--- src/rtl/spare_order_pkg.sv ---
package spare_order_pkg;

    localparam int NSP_ROW = 2;
    localparam int NSP_COL = 2;
    localparam int N_STEP  = NSP_ROW + NSP_COL;
    localparam int N_ORD   = 6;
    localparam int IDX_W   = $clog2(N_ORD);
    localparam int STEP_W  = $clog2(N_STEP + 1);

    // Allocation order as a mask: MSB is the first spare handed out,
    // a 1 means row spare. Orders are listed by descending mask value.
    function automatic logic [N_STEP-1:0] order_mask(input int idx);
        logic [N_STEP-1:0] res;
        logic [N_STEP-1:0] cand;
        int                k;
        res = '0;
        k   = 0;
        for (int v = (1 << N_STEP) - 1; v >= 0; v--) begin
            cand = v[N_STEP-1:0];
            if ($countones(cand) == NSP_ROW) begin
                if (k == idx) res = cand;
                k++;
            end
        end
        return res;
    endfunction

endpackage

--- src/rtl/spare_cam.sv ---
module spare_cam #(
    parameter int W = 8,
    parameter int D = 2
) (
    input  logic           clk,
    input  logic           rst,
    input  logic           clr_i,
    input  logic           wr_i,
    input  logic [W-1:0]   data_i,
    input  logic [W-1:0]   key_i,
    output logic           hit_o,
    output logic [D*W-1:0] ent_o,
    output logic [D-1:0]   vld_o
);

    logic [W-1:0] ent [D];
    logic [D-1:0] vld;
    logic [D-1:0] sel;

    always_comb begin
        sel = '0;
        for (int i = D - 1; i >= 0; i--) begin
            if (!vld[i]) begin
                sel    = '0;
                sel[i] = 1'b1;
            end
        end
    end

    always_comb begin
        hit_o = 1'b0;
        for (int i = 0; i < D; i++) begin
            if (vld[i] && ent[i] == key_i) hit_o = 1'b1;
        end
    end

    always_ff @(posedge clk) begin
        if (rst || clr_i) begin
            vld <= '0;
            for (int i = 0; i < D; i++) ent[i] <= '0;
        end else if (wr_i) begin
            for (int i = 0; i < D; i++) begin
                if (sel[i]) begin
                    ent[i] <= data_i;
                    vld[i] <= 1'b1;
                end
            end
        end
    end

    for (genvar g = 0; g < D; g++) begin : g_pack
        assign ent_o[g*W +: W] = ent[g];
    end
    assign vld_o = vld;

    // written entries are never lost without a clear
    p_vld_grow_r3: assert property (@(posedge clk) disable iff (rst)
        !clr_i |=> ((vld & $past(vld)) == $past(vld)));

    // the owning engine never writes into a full register file
    p_no_wr_full_r3: assert property (@(posedge clk) disable iff (rst)
        (wr_i && !clr_i) |-> !(&vld));

endmodule

--- src/rtl/spare_engine.sv ---
module spare_engine
    import spare_order_pkg::*;
#(
    parameter int                ROW_W = 8,
    parameter int                COL_W = 8,
    parameter logic [N_STEP-1:0] ORDER = 4'b1100
) (
    input  logic                     clk,
    input  logic                     rst,
    input  logic                     init_i,
    input  logic                     fail_i,
    input  logic [ROW_W-1:0]         row_i,
    input  logic [COL_W-1:0]         col_i,
    output logic                     unsuc_o,
    output logic [NSP_ROW*ROW_W-1:0] rows_o,
    output logic [NSP_ROW-1:0]       row_vld_o,
    output logic [NSP_COL*COL_W-1:0] cols_o,
    output logic [NSP_COL-1:0]       col_vld_o
);

    logic [STEP_W-1:0] step;
    logic              unsuc;
    logic              row_hit, col_hit;
    logic [N_STEP-1:0] shifted;
    logic              cur_is_row;
    logic              spares_left;
    logic              take;
    logic              wr_row, wr_col;

    assign shifted     = ORDER << step;
    assign cur_is_row  = shifted[N_STEP-1];
    assign spares_left = (step != STEP_W'(N_STEP));
    assign take        = fail_i && !init_i && !unsuc && !(row_hit || col_hit);
    assign wr_row      = take && spares_left && cur_is_row;
    assign wr_col      = take && spares_left && !cur_is_row;

    spare_cam #(.W(ROW_W), .D(NSP_ROW)) u_row_cam (
        .clk(clk), .rst(rst), .clr_i(init_i), .wr_i(wr_row),
        .data_i(row_i), .key_i(row_i), .hit_o(row_hit),
        .ent_o(rows_o), .vld_o(row_vld_o)
    );

    spare_cam #(.W(COL_W), .D(NSP_COL)) u_col_cam (
        .clk(clk), .rst(rst), .clr_i(init_i), .wr_i(wr_col),
        .data_i(col_i), .key_i(col_i), .hit_o(col_hit),
        .ent_o(cols_o), .vld_o(col_vld_o)
    );

    always_ff @(posedge clk) begin
        if (rst || init_i) begin
            step  <= '0;
            unsuc <= 1'b0;
        end else if (take) begin
            if (spares_left) step  <= step + 1'b1;
            else             unsuc <= 1'b1;
        end
    end

    assign unsuc_o = unsuc;

    // the out-of-spares flag is sticky until initialize
    p_sticky_r4: assert property (@(posedge clk) disable iff (rst)
        (unsuc && !init_i) |=> unsuc);

    // a covered fail leaves the order pointer and flag untouched
    p_covered_hold_r2: assert property (@(posedge clk) disable iff (rst)
        (fail_i && !init_i && (row_hit || col_hit)) |=> ($stable(step) && $stable(unsuc)));

    // a pass cycle changes nothing
    p_pass_hold_r6: assert property (@(posedge clk) disable iff (rst)
        (!fail_i && !init_i) |=> ($stable(step) && $stable(unsuc) && $stable(row_vld_o) && $stable(col_vld_o)));

    // the flag only rises once all spares are spent
    p_unsuc_full_r4: assert property (@(posedge clk) disable iff (rst)
        $rose(unsuc) |-> ((&row_vld_o) && (&col_vld_o)));

endmodule

--- src/rtl/spare_pick.sv ---
module spare_pick #(
    parameter int N  = 6,
    parameter int IW = 3
) (
    input  logic [N-1:0]  unsuc_i,
    output logic          found_o,
    output logic [IW-1:0] idx_o
);

    always_comb begin
        found_o = 1'b0;
        idx_o   = '0;
        for (int i = N - 1; i >= 0; i--) begin
            if (!unsuc_i[i]) begin
                found_o = 1'b1;
                idx_o   = IW'(i);
            end
        end
    end

endmodule

--- src/rtl/spare_order_analyzer.sv ---
module spare_order_analyzer
    import spare_order_pkg::*;
#(
    parameter int ROW_W = 6,
    parameter int COL_W = 5
) (
    input  logic                     clk,
    input  logic                     rst,
    input  logic                     init_i,
    input  logic                     fail_i,
    input  logic [ROW_W-1:0]         row_i,
    input  logic [COL_W-1:0]         col_i,
    input  logic                     done_i,
    output logic [N_ORD-1:0]         unsuc_o,
    output logic                     report_valid_o,
    output logic                     repair_ok_o,
    output logic [IDX_W-1:0]         pick_o,
    output logic [NSP_ROW*ROW_W-1:0] pick_row_o,
    output logic [NSP_ROW-1:0]       pick_row_vld_o,
    output logic [NSP_COL*COL_W-1:0] pick_col_o,
    output logic [NSP_COL-1:0]       pick_col_vld_o
);

    logic [NSP_ROW*ROW_W-1:0] eng_rows [N_ORD];
    logic [NSP_ROW-1:0]       eng_rvld [N_ORD];
    logic [NSP_COL*COL_W-1:0] eng_cols [N_ORD];
    logic [NSP_COL-1:0]       eng_cvld [N_ORD];

    for (genvar g = 0; g < N_ORD; g++) begin : g_eng
        spare_engine #(
            .ROW_W(ROW_W), .COL_W(COL_W), .ORDER(order_mask(g))
        ) u_eng (
            .clk(clk), .rst(rst), .init_i(init_i), .fail_i(fail_i),
            .row_i(row_i), .col_i(col_i), .unsuc_o(unsuc_o[g]),
            .rows_o(eng_rows[g]), .row_vld_o(eng_rvld[g]),
            .cols_o(eng_cols[g]), .col_vld_o(eng_cvld[g])
        );
    end

    logic             found;
    logic [IDX_W-1:0] sel_idx;

    spare_pick #(.N(N_ORD), .IW(IDX_W)) u_pick (
        .unsuc_i(unsuc_o), .found_o(found), .idx_o(sel_idx)
    );

    always_ff @(posedge clk) begin
        if (rst || init_i) begin
            report_valid_o <= 1'b0;
            repair_ok_o    <= 1'b0;
            pick_o         <= '0;
            pick_row_o     <= '0;
            pick_row_vld_o <= '0;
            pick_col_o     <= '0;
            pick_col_vld_o <= '0;
        end else if (done_i) begin
            report_valid_o <= 1'b1;
            repair_ok_o    <= found;
            pick_o         <= sel_idx;
            pick_row_o     <= found ? eng_rows[sel_idx] : '0;
            pick_row_vld_o <= found ? eng_rvld[sel_idx] : '0;
            pick_col_o     <= found ? eng_cols[sel_idx] : '0;
            pick_col_vld_o <= found ? eng_cvld[sel_idx] : '0;
        end
    end

    // initialize clears the failure vector and the report
    p_init_clear_r5: assert property (@(posedge clk) disable iff (rst)
        init_i |=> (unsuc_o == '0 && !report_valid_o));

    // verdict reflects the vector seen at the done edge
    p_verdict_r7: assert property (@(posedge clk) disable iff (rst)
        (done_i && !init_i) |=> (report_valid_o && (repair_ok_o == !(&$past(unsuc_o)))));

    // report holds between done strobes
    p_hold_r9: assert property (@(posedge clk) disable iff (rst)
        (report_valid_o && !init_i && !done_i) |=>
            ($stable(pick_o) && $stable(repair_ok_o) && $stable(pick_row_o) && $stable(pick_col_o)));

    // an unrepairable verdict carries no addresses
    p_empty_r8: assert property (@(posedge clk) disable iff (rst)
        (report_valid_o && !repair_ok_o) |-> (pick_o == '0 && pick_row_vld_o == '0 && pick_col_vld_o == '0));

endmodule

--- config.mk ---
export PLATFORM = sky130hd
export DESIGN_NAME = spare_order_analyzer
export DESIGN_NICKNAME = d
export VERILOG_FILES = /design/src/rtl/spare_order_pkg.sv /design/src/rtl/spare_cam.sv /design/src/rtl/spare_engine.sv /design/src/rtl/spare_pick.sv /design/src/rtl/spare_order_analyzer.sv
export SDC_FILE = /design/constraint.sdc
export NUM_CORES = 1
export LEC_CHECK = 0
export ABC_AREA = 1
export CAP_MARGIN = 20
export CORE_MARGIN = 5
export CORE_UTILIZATION = 30
export CTS_BUF_LIST = sky130_fd_sc_hd__clkbuf_16
export CTS_CLUSTER_DIAMETER = 80
export DETAILED_ROUTE_END_ITERATION = 10
export SYNTH_ARGS = -nofsm -noshare
export SYNTH_HDL_FRONTEND = slang
export SYNTH_HIERARCHICAL = 1
export SYNTH_SLANG_ARGS = --single-unit
--- constraint.sdc ---
create_clock -name clk -period 7.3 [get_ports clk]
set_input_delay 2.19 -clock clk [delete_from_list [all_inputs] [get_ports clk]]
set_output_delay 2.19 -clock clk [all_outputs]
set_load 0.01 [all_outputs]
After elaboration in Yosys (flattened, before gate mapping)
Memory sizes are Yosys's and may differ from the RTL's.
Cells that the tools add are included.
Widths: inputs -> output; s select.
{ "totals": {"ramBits": 132, "mem_count": 12, "output_inout_bits": 37, "word_cells": 444, "regBits": 79} }
{ "classes": {"n_bitwise": 31, "n_shift": 6, "reduce_logical": 117, "mux": 198, "magnitude_cmp": 1, "eq_ne": 30, "n_addsub": 6} }
{ "memory_table": {"columns": ["name", "depth", "word_bits", "rd", "rd_ports_with_merged_regs", "write_ports", "line", "text"], "rows": [
  ["g_eng[0].u_eng.u_row_cam.ent", 2, 6, 2, 0, 2, "spare_cam.sv:16", "logic [W-1:0] ent [D];"],
  ["g_eng[1].u_eng.u_row_cam.ent", 2, 6, 2, 0, 2, "spare_cam.sv:16", null],
  ["g_eng[2].u_eng.u_row_cam.ent", 2, 6, 2, 0, 2, "spare_cam.sv:16", null],
  ["g_eng[3].u_eng.u_row_cam.ent", 2, 6, 2, 0, 2, "spare_cam.sv:16", null],
  ["g_eng[4].u_eng.u_row_cam.ent", 2, 6, 2, 0, 2, "spare_cam.sv:16", null],
  ["g_eng[5].u_eng.u_row_cam.ent", 2, 6, 2, 0, 2, "spare_cam.sv:16", null],
  ["+6 memories", null, null, null, null, null, null, null]
]} }
{ "op_table": {"columns": ["operator", "n"], "rows": [
  ["$mux 1", 128],
  ["$eq 6x6->1", 12],
  ["$mux 6", 12],
  ["$reduce_and 2->1", 36],
  ["$eq 5x5->1", 12],
  ["$mux 2", 30],
  ["$mux 5", 12],
  ["$logic_and 1x1->1", 55],
  ["$bmux 12 s3", 1],
  ["$mux 12", 3],
  ["$bmux 10 s3", 1],
  ["$mux 10", 3],
  ["$or 1x1->1", 24],
  ["$logic_not 1->1", 19],
  ["$add 3x1->3 const B", 6],
  ["$mux 3", 6],
  ["$ne 3x3->1 const B", 6],
  ["$bmux 2 s3", 2],
  ["$shl 4x3->4 const A", 3],
  ["$shl 3x3->4 const A", 2],
  ["$logic_or 1x1->1", 7],
  ["$not 1->1", 6],
  ["$ge 4x4->1 const B", 1],
  ["$not 3->4", 1],
  ["$shl 2x3->4 const A", 1]
]} }

Depth between registers and ports, before layout
Gate-level depths: netlist of the first run.
{ "logic_depth": {"word_depth": 13, "depth_mapped": 17, "mapped_depth_nobuf": 17} }

Modules after synthesis
Netlist of the first run, hierarchy kept.
{ "by_module_without_submodules": {"columns": ["module", "cells_per_inst", "instances", "seq_area_each_um2", "area_each_um2"], "rows": [
  ["spare_cam (g_eng[0].u_eng.u_row_cam ...)", 100, 6, 400.4, 787.0],
  ["spare_cam (g_eng[0].u_eng.u_col_cam ...)", 87, 6, 340.3, 645.6],
  ["spare_order_analyzer", 552, 1, 620.6, 2979.1],
  ["spare_engine (g_eng[0].u_eng ...)", 38, 2, 80.1, 267.8],
  ["spare_engine (g_eng[4].u_eng ...)", 38, 2, 80.1, 259.0],
  ["spare_engine (g_eng[3].u_eng)", 39, 1, 80.1, 275.3],
  ["spare_engine (g_eng[2].u_eng)", 39, 1, 80.1, 261.5],
  ["spare_pick", 14, 1, 0.0, 68.8]
]} }

Worst setup path before layout of the first run
No wires, ideal clock.
{ "synth_path": {"path_kind": "in2reg", "startpoint": "input row_i[3]", "endpoint": "memory g_eng[5].u_eng/u_col_cam/ent[0][0] (netlist bit) (enable)", "path_stages": 13, "t_arrival_ns": 3.490, "n_path_buf": 0, "path_slack_ns": 3.436, "path_cell_list": "inv_1 > nand2_1 > nand2_1 > inv_1 > nand2_1 > nor2_1 > nand2_1 > nand2_1 > nor2_4 > nand4_2 > a21oi_1 > inv_1 > o21ai_0"} }
{ "synth_rtl": {"columns": ["item", "line", "text"], "rows": [
  ["from (decl)", "spare_order_analyzer.sv:11", "input logic [ROW_W-1:0] row_i,"],
  ["to (decl)", "spare_cam.sv:16", null]
]} }

==> impl_metrics.py, run 1 <==
metrics = {
    "final_layout": {
        "diodes": 0,
        "final_area_sq_mm": 0.01514,
        "finish.net_count": 2000,
        "area_growth_pct": 14.39,
        "drive_gt1_share_pct": 9.347,
        "final_cell_mix": "nand2_1 (686), inv_1 (447), nor2_1 (152)",
        "mostFrequentLayoutCell": "nand2_1",
    },
    "sta": {
        "hold_violations": 0,
        "slew_violations": 0,
        "rsz0062_at_grt": "no",
        "worstMarginPinSlew_ns": 1.054,
        "setup_ws_ns": 2.211,
        "relSlewSlack_pct": 29.49,
        "tns_ns": 0,
        "setup_viol": 0,
        "max_freq_ghz": 0.1965,
        "layout_min_cycle_time_ns": 5.089,
        "holdWs_ns": 0.4669,
        "skew_ns": 0.01999,
        "min_period_over_period_pct": 69.71,
    },
    "clock_network": {
        "path_clk_slew_ns": 0.06,
        "htree_levels": 1,
        "cts-root-buf": "clkbuf_16",
        "cts_buffers": 25,
        "clockBufferDepth": 3,
        "post-cts-setup-buffers": 0,
        "cts_tree": "yes",
        "cts.sinks": 211,
        "ctsHoldBuffers": 0,
        "clk_latency_ns": 0.53,
        "cts_resized": 0,
    },
    "global_routing": {
        "grt_pass1_wl_um": 54110,
        "grt_max_degree": 80,
        "grt-ovfl-total": 0,
        "grt_pass1_vias": 10275,
        "antenna_found_initial": 0,
        "grt_use_total_pct": 13.79,
    },
    "setup_path": {
        "cp_max_fo": 24,
        "r2r_start": "g_eng[5].u_eng/u_row_cam/ent[0][3]",
        "cpPeakStageDelay_ns": 1.16,
        "r2r_setup_slack_ns": 4.62,
        "critPathTopFamily": "simple AND/OR/NAND/NOR gates",
        "timing.rr.end": "g_eng[5].u_eng/u_row_cam/ent[0][8]",
        "r2r_cells": 15,
        "cp.buffers_inverters": 4,
        "path_cells": "clkdlybuf4s50_1 > inv_1 > nand2_1 > nand2_1 > nand2_1 > nor2_1 > nand2_1 > nand2_1 > nor2_4 > nand4_2 > nor3_1 > inv_1 > nor3_2 > inv_1 > nand2_1",
        "cp-start-kind": "input pin",
        "startpoint": "row_i[4]",
        "critPathSlowestCell": "clkdlybuf4s50_1",
        "cp.arrival_ns": 5.30,
        "cpMostUsedCell": "nand2_1",
        "critPathRequiredTime_ns": 7.51,
        "critPathKind": "in2reg",
        "crit_path_end_kind": "flop",
    },
    "floorplan": {
        "rows": 77,
        "core_area_sq_mm": 0.04393,
        "die_area_sq_mm": 0.04841,
        "die_w_um": 220.0,
        "io_pins": 53,
        "initial_core_util_pct": 30.12,
        "die_h_um": 220.0,
    },
    "worst_hold_path": {
        "min_path_type": "reg2reg",
        "holdCritStartpoint": "pick_row_vld_o[1]",
        "worstHoldEndpoint": "pick_row_vld_o[1]",
        "min_path_cells": 2,
    },
    "placed_design": {
        "globalplace.congestion": 0.9010,
        "pre_cts_ws_ns": 1.679,
        "io_buffers": 52,
        "dpl-instance-area_sq_mm": 0.01436,
        "hpwl_um": 24800,
    },
    "route": {
        "via_per_inst": 4.328,
        "dr.pass1.iters": 5,
        "vias": 11176,
        "routedWlPerCell_um": 13.21,
        "drc": 0,
        "drtAntennaViolNets": 0,
        "drt_iter0_markers": 766,
        "routed_wl_um": 34110,
    },
    "yosys": {
        "synth_seq_cells": 211,
        "yosysSeqAreaShare_pct": 41.90,
        "yosys_warnings": 6,
        "syn_inst": 1918,
        "syn_nets": 1946,
        "synth_area_per_cell_sq_um": 6.900,
        "syn_area_sq_mm": 0.01323,
        "ys_types": 38,
    },
    "power": {
        "peakVddDrop_mv": 0.1463,
        "p_total_w": 0.002824,
        "cellPowerDensity_mw_per_mm2": 186.6,
        "p_leak_nw": 7.305,
    },
    "status": {
        "status": "finished, final reports clean",
    },
    "run": {
        "maxCapViolCount": 0,
    },
}
state kept, by name (all words and copies together), names as in the netlist, 6 cells and up:
name                         flops
g_eng.u_eng/unsuc_o              6
g_eng.u_eng/u_row_cam/vld_o     12
g_eng.u_eng/u_col_cam/vld_o     12
pick_col_o                      10
g_eng.u_eng/u_row_cam/ent       72
g_eng.u_eng/u_col_cam/ent       60
pick_row_o                      12
g_eng.u_eng/step                18
synthesized netlist by cell type:
cell type	instances	area, sq um
a21oi_2	9	78.83
o211ai_1	26	195.2
clkbuf_1	4	15.01
o22ai_1	6	37.54
nand2_2	7	43.79
o21a_1	6	45.04
inv_2	14	52.55
nor3_1	5	25.02
nor2_1	153	574.3
nor2_8	7	140.1
nand4_2	3	37.54
edfxtp_1	132	3964
a211oi_1	3	22.52
inv_1	443	1663
or2_0	7	43.79
ha_1	12	150.1
nor2_2	41	256.5
nor3_2	13	130.1
a21boi_1	9	67.56
nand2_1	686	2575
buf_6	6	67.56
a21boi_0	3	22.52
clkbuf_2	2	10.01
nand4_1	13	81.33
o21ai_1	12	60.06
nand4_4	3	63.81
or2_1	7	43.79
nand3_1	76	380.4
dfxtp_1	79	1582
inv_4	2	12.51
a21oi_1	42	210.2
nand3b_1	6	45.04
o21ai_0	12	60.06
nand2_4	6	67.56
nor2_4	13	146.4
buf_2	23	115.1
or2_2	19	118.9
clkinv_1	8	30.03
how the worst max path moves through the flow:
stage	to	cells past startpoint
6_report	g_eng[5].u_eng/u_row_cam/ent[0][8]	15
5_1_grt	g_eng[2].u_eng/u_col_cam/ent[0][2]	13
4_1_cts	g_eng[5].u_eng/u_col_cam/ent[0][2]	13
3_5_place_dp	g_eng[5].u_eng/u_col_cam/ent[0][2]	13
3_3_place_gp	g_eng[2].u_eng/u_row_cam/ent[0][10]	15
2_1_floorplan	g_eng[5].u_eng/u_col_cam/ent[0][0]	13
power breakdown:
group | internal (W) | switching, W
combinational | 0.0000953 | 0.000192
sequential | 0.00131 | 0.0000385
clock | 0.000693 | 0.000492
worst reg2reg max path: cells and delay by family (launching register included):
family	cells	cell delay, ns
buf+inv	4	0.34
flops	1	0.44
simple gates	11	1.58
metrics by stage:
stage | util [%] | cells
floorplan | - | 1918
global placement | 32.69 | 2537
detailed placement | 32.69 | 2537
CTS | 34.46 | 2582
global route | 34.46 | 2582
finish | 34.46 | 2582
layer usage:
| layer | share of wire [%] | wire [um] | GRT usage (%) | vias to the layer above |
|---|---|---|---|---|
| met3 | 3.8 | 1294 | 1.731 | 57 |
| met1 | 48 | 16300 | 18.94 | 5036 |
| li1 | - | - | - | 5865 |
| met5 | 0 | 0 | 0 | - |
| met2 | 46 | 15520 | 22.88 | 218 |
| met4 | 2.9 | 995 | 3.932 | 0 |
cells by family after synthesis:
logic type | Yosys count | synth area share, %
AOI/OAI and AO/OA | 128 | 6.041
adders and majority gates | 12 | 1.135
buffers and inverters | 502 | 14.85
DFF | 211 | 41.90
and+or+nand+nor | 1065 | 36.07
cell type report:
| type | count | area [sq um] |
|---|---|---|
| Clock buffer | 25 | 625.6 |
| Clock inverter | 20 | 150.1 |
| Fill cell | 4664 | 28790 |
| Inverter | 467 | 1758 |
| Multi-Input combinational cell | 1205 | 5733 |
| Sequential cell | 211 | 5545 |
| Tap cell | 592 | 740.7 |
| Timing Repair Buffer | 62 | 585.6 |
(Power assumes the default switching activity.)
==> inputs of run 2 (changes only) <==
==> constraint.sdc (replaced) <==
create_clock -name clk -period 5.05 [get_ports clk]
set_input_delay 1.515 -clock clk [delete_from_list [all_inputs] [get_ports clk]]
set_output_delay 1.515 -clock clk [all_outputs]
set_load 0.01 [all_outputs]
==> impl_metrics.py, run 2 (synthesis results as in run 1) <==
metrics = {
    "status": {
        "status": "finished, final reports clean",
    },
    "global_routing": {
        "grt-ovfl-total": 0,
        "grt.met1_usage_pct": 18.63,
        "grt_max_degree": 80,
        "grt_pass1_wl_um": 54610,
        "grt_pass1_vias": 10756,
        "top_usage_layer": "met2",
        "use_met2_pct": 23.57,
        "grt_use_total_pct": 13.82,
        "antenna_found_initial": 0,
        "met3_usage_pct": 1.621,
    },
    "sta": {
        "relSlewSlack_pct": 36.00,
        "setup_viol": 0,
        "tns_ns": 0,
        "layout_min_cycle_time_ns": 3.933,
        "slew_violations": 0,
        "rsz0062_at_grt": "no",
        "min_period_over_period_pct": 77.88,
        "max_freq_ghz": 0.2542,
        "skew_ns": 0.01189,
        "worstMarginPinSlew_ns": 0.9541,
        "hold_violations": 0,
        "holdWs_ns": 0.4670,
    },
    "clock_network": {
        "post-cts-setup-buffers": 0,
        "clk_latency_ns": 0.52,
        "cts_resized": 0,
        "htree_levels": 1,
        "ctsHoldBuffers": 0,
        "cts-root-buf": "clkbuf_16",
        "cts_buffers": 25,
        "cts.sinks": 211,
        "path_clk_slew_ns": 0.06,
        "clockBufferDepth": 3,
        "cts_tree": "yes",
    },
    "setup_path": {
        "cp_max_fo": 20,
        "cp-start-kind": "input pin",
        "cp.arrival_ns": 4.12,
        "crit_path_end_kind": "flop",
        "critPathRequiredTime_ns": 5.24,
        "critPathKind": "in2reg",
    },
    "power": {
        "p_leak_nw": 7.372,
        "netSwitchingPower_w": 0.001055,
        "clkPwrFrac_pct": 42.8,
        "peakVddDrop_mv": 0.1949,
        "cellPowerDensity_mw_per_mm2": 272.0,
        "p_sw_share_pct": 25.42,
        "intPower_w": 0.003096,
        "p_comb_share_pct": 10.2,
        "p_seq_share_pct": 47.0,
    },
    "route": {
        "drtAntennaViolNets": 0,
        "dr.pass1.iters": 5,
        "routedWlPerCell_um": 13.07,
        "drt_iter0_markers": 646,
        "via_per_inst": 4.324,
        "vias": 11222,
        "drc": 0,
        "routed_wl_um": 33920,
    },
    "final_layout": {
        "area_growth_pct": 15.33,
        "largest_reg_flops": 72,
        "final_cell_mix": "nand2_1 (686), inv_1 (446), nor2_1 (152)",
        "diodes": 0,
        "top_register": "g_eng.u_eng/u_row_cam/ent",
        "reg_top3": "g_eng.u_eng/u_row_cam/ent x72, g_eng.u_eng/u_col_cam/ent x60, g_eng.u_eng/step x18",
        "drive_gt1_share_pct": 9.985,
        "mostFrequentLayoutCell": "nand2_1",
        "finish.net_count": 2013,
    },
    "worst_hold_path": {
        "min_path_type": "reg2reg",
    },
    "floorplan": {
        "rows": 77,
        "initial_core_util_pct": 30.12,
        "die_area_sq_mm": 0.04841,
        "die_h_um": 220.0,
        "die_w_um": 220.0,
        "core_area_sq_mm": 0.04393,
        "io_pins": 53,
    },
    "placed_design": {
        "globalplace.congestion": 0.8676,
        "io_buffers": 52,
        "hpwl_um": 24920,
    },
    "run": {
        "maxCapViolCount": 0,
    },
}
[run 2: cell types whose count changed in the layout (fill, tap and decap cells not counted), sizes merged]
cell / change
clkinvlp: +1
clkinv: -3
buf: +13
bufinv: +1
inv: +1
[run 2: layer usage]
metal  vias up  part of all wire (%)  wire (um)
met1      5054                    46      15750
met3        54                   4.2       1436
met2       224                    47      15860
li1       5890                     -          -
met5         -                     0          0
met4         0                   2.6        866
[run 2: metrics by stage]
| step | total power, W | setup WS [ns] | cell area [sq um] | util [%] | instances |
|---|---|---|---|---|---|
| CTS | 0.004198 | 1.127 | 15260 | 34.74 | 2595 |
| global route | 0.004337 | 0.8185 | 15260 | 34.74 | 2595 |
| floorplan | 0.002244 | 1.861 | 13230 | - | 1918 |
| finish | 0.004151 | 1.117 | 15260 | 34.74 | 2595 |
| global placement | 0.002405 | 0.6711 | 14460 | 32.91 | 2550 |
| detailed placement | 0.002413 | 0.5777 | 14460 | 32.91 | 2550 |
[run 2: final timing paths]
path	startpoint	endpoint	slack, ns	cells after the start
max reg2reg	g_eng[4].u_eng/unsuc_o	pick_row_o[0]	2.50	12
max	col_i[4]	g_eng[2].u_eng/u_row_cam/ent[0][8]	1.12	14
min	pick_row_vld_o[1]	pick_row_vld_o[1]	0.47	2
min reg2reg	pick_row_vld_o[1]	pick_row_vld_o[1]	0.47	2
[run 2: area by class of cell]
| cell class | count | area (sq um) |
|---|---|---|
| clock inverters | 20 | 176.4 |
| multi-input cells | 1205 | 5733 |
| fillers | 4697 | 28670 |
| flip-flops and latches | 211 | 5545 |
| clock buffers | 25 | 625.6 |
| inverters | 467 | 1758 |
| repair buffers | 75 | 683.2 |
| well taps | 592 | 740.7 |
[run 2: worst max-delay path, cell delays in order]
cell,delay (ns)
clkdlybuf4s50_1,0.95
buf_4,0.23
nand2_1,0.05
nand2_1,0.05
nor2_1,0.04
nand3_1,0.08
nand2_1,0.07
inv_1,0.09
nand4_2,0.16
nor3_1,0.31
inv_1,0.09
nor3_2,0.13
inv_1,0.08
nand2_1,0.26
[run 2: power by group through the flow]
stage / clock, W / sequential, W / combinational, W
after floorplan: 0 / 0.00197 / 0.000274
after global placement: 0 / 0.00199 / 0.000418
after detailed placement: 0 / 0.00199 / 0.000425
after CTS: 0.00182 / 0.00195 / 0.000427
after global routing: 0.00189 / 0.00196 / 0.000486
final: 0.00178 / 0.00195 / 0.000424
==> inputs of run 3 (changes only) <==
==> constraint.sdc (replaced) <==
create_clock -name clk -period 3.7 [get_ports clk]
set_input_delay 1.11 -clock clk [delete_from_list [all_inputs] [get_ports clk]]
set_output_delay 1.11 -clock clk [all_outputs]
set_load 0.01 [all_outputs]
==> impl_metrics.py, run 3 (synthesis results as in run 1) <==
metrics = {
    "route": {
        "drt_iter0_markers": 589,
        "drc": 0,
        "vias": 11363,
        "routed_wl_um": 34240,
        "routed.top_layer": "met4",
        "dr.pass1.iters": 5,
        "routedWlPerCell_um": 13.07,
        "via_per_inst": 4.339,
        "wl_met3_um": 1475,
        "drtAntennaViolNets": 0,
        "route.met2.wl_um": 16140,
        "met1_length_um": 15900,
    },
    "floorplan": {
        "die_w_um": 220.0,
        "io_pins": 53,
        "initial_core_util_pct": 30.12,
        "die_h_um": 220.0,
        "rows": 77,
        "core_area_sq_mm": 0.04393,
        "die_area_sq_mm": 0.04841,
    },
    "setup_path": {
        "path_cells": "clkdlybuf4s50_1 > buf_4 > inv_1 > nand2_1 > nand2_1 > clkinv_1 > nand2_1 > nor2_1 > nand2_1 > nand2_1 > nor2_4 > nand4_4 > nor3_1 > inv_1 > nor3_2 > inv_1 > nand2_1",
        "critPathKind": "in2reg",
        "cp.arrival_ns": 3.45,
        "r2r_cells": 16,
        "r2r_start": "g_eng[4].u_eng/u_row_cam/ent[0][3]",
        "crit_path_end_kind": "flop",
        "timing.rr.end": "g_eng[4].u_eng/u_row_cam/ent[0][8]",
        "critPathSlowestCell": "clkdlybuf4s50_1",
        "cpPeakStageDelay_ns": 0.52,
        "r2r_setup_slack_ns": 1.25,
        "cpMostUsedCell": "nand2_1",
        "cp-start-kind": "input pin",
        "critPathRequiredTime_ns": 3.90,
        "cp_max_fo": 11,
    },
    "final_layout": {
        "final_cell_mix": "nand2_1 (686), inv_1 (448), nor2_1 (152)",
        "diodes": 0,
        "area_growth_pct": 17.07,
        "top_register": "g_eng.u_eng/u_row_cam/ent",
        "fin_cells": 2619,
        "reg_top3": "g_eng.u_eng/u_row_cam/ent x72, g_eng.u_eng/u_col_cam/ent x60, g_eng.u_eng/step x18",
        "fill_cells": 4692,
        "mostFrequentLayoutCell": "nand2_1",
        "drive_gt1_share_pct": 10.90,
        "multi_input_comb_area_sq_mm": 0.005733,
        "finish.net_count": 2038,
        "largest_reg_flops": 72,
        "regArea_sq_mm": 0.005545,
    },
    "power": {
        "intPower_w": 0.004033,
        "p_comb_share_pct": 11.2,
        "p_seq_share_pct": 48.9,
        "clkPwrFrac_pct": 39.9,
        "cellPowerDensity_mw_per_mm2": 351.6,
        "netSwitchingPower_w": 0.001414,
        "p_leak_nw": 7.513,
        "peakVddDrop_mv": 0.2679,
        "p_sw_share_pct": 25.96,
    },
    "clock_network": {
        "cts-root-buf": "clkbuf_16",
        "htree_levels": 1,
        "ctsHoldBuffers": 0,
        "cts_tree": "yes",
        "post-cts-setup-buffers": 0,
        "cts.sinks": 211,
        "path_clk_slew_ns": 0.05,
        "cts_buffers": 25,
        "cts_resized": 0,
        "clk_latency_ns": 0.53,
        "clockBufferDepth": 3,
    },
    "placed_design": {
        "dp.cells": 2575,
        "globalplace.congestion": 0.8807,
        "pre_cts_ws_ns": -0.09343,
        "hpwl_um": 25550,
        "io_buffers": 52,
    },
    "sta": {
        "min_period_over_period_pct": 87.89,
        "slew_violations": 0,
        "max_freq_ghz": 0.3075,
        "rsz0062_at_grt": "no",
        "layout_min_cycle_time_ns": 3.252,
        "tns_ns": 0,
        "setup_viol": 0,
        "setup_ws_ns": 0.4480,
        "skew_ns": 0.01138,
        "relSlewSlack_pct": 39.83,
        "worstMarginPinSlew_ns": 0.9025,
        "hold_violations": 0,
    },
    "worst_hold_path": {
        "min_path_type": "reg2reg",
        "holdCritStartpoint": "pick_row_o[11]",
        "worstHoldEndpoint": "pick_row_o[11]",
        "min_path_cells": 2,
    },
    "global_routing": {
        "grt_pass1_wl_um": 55440,
        "antenna_found_initial": 0,
        "grt_max_degree": 80,
        "grt_pass1_vias": 11032,
        "grt_use_total_pct": 14.06,
        "grt-ovfl-total": 0,
    },
    "status": {
        "status": "finished, final reports clean",
    },
    "run": {
        "maxCapViolCount": 0,
    },
}
run 3: power by group through the flow:
stage,combinational [W],clock (W),sequential (W)
floorplan,0.000374,0,0.00269
global placement,0.000603,0,0.00271
detailed placement,0.000613,0,0.00271
CTS,0.000616,0.00224,0.00266
global route,0.000699,0.00234,0.00268
finish,0.000612,0.00217,0.00266
run 3: critical path: cells and delay by family:
kind | cells | cell delay (ns)
buffers and inverters | 6 | 1.06
and+or+nand+nor | 11 | 1.26
run 3: layer usage:
layer  track usage, %  vias to the layer above
met1            18.63                     5164
li1                 -                     5935
met2            24.55                      219
met4            3.224                        0
met3            1.731                       45
met5                0                        -
run 3: cell type report:
type	count	share of cell area (%)
Clock inverter	19	0.5330
Clock buffer	25	4.038
Multi-Input combinational cell	1205	37.00
Timing Repair Buffer	100	6.509
Tap cell	592	4.781
Inverter	467	11.35
Sequential cell	211	35.79
run 3: metrics by stage:
stage	power (W)	utilization [%]	hold WS, ns	instance area, sq um
final	0.005448	35.27	0.4665	15490
after global routing	0.005716	35.27	0.4963	15490
after CTS	0.005518	35.27	0.4689	15490
after detailed placement	0.003326	33.66	0.4581	14790
after global placement	0.003315	33.66	0.4556	14790
after floorplan	0.003063	-	0.4756	13230
run 3: worst max path at each step:
stage,start,endpoint,cells past startpoint
finish,row_i[1],g_eng[1].u_eng/u_row_cam/ent[0][7],17
floorplan,row_i[3],g_eng[5].u_eng/u_col_cam/ent[0][0],13
detailed placement,row_i[1],g_eng[1].u_eng/u_row_cam/ent[0][8],16
global route,row_i[1],g_eng[1].u_eng/u_row_cam/ent[0][6],17
global placement,row_i[2],g_eng[4].u_eng/u_row_cam/ent[0][7],17
CTS,row_i[2],g_eng[4].u_eng/u_row_cam/ent[0][7],17
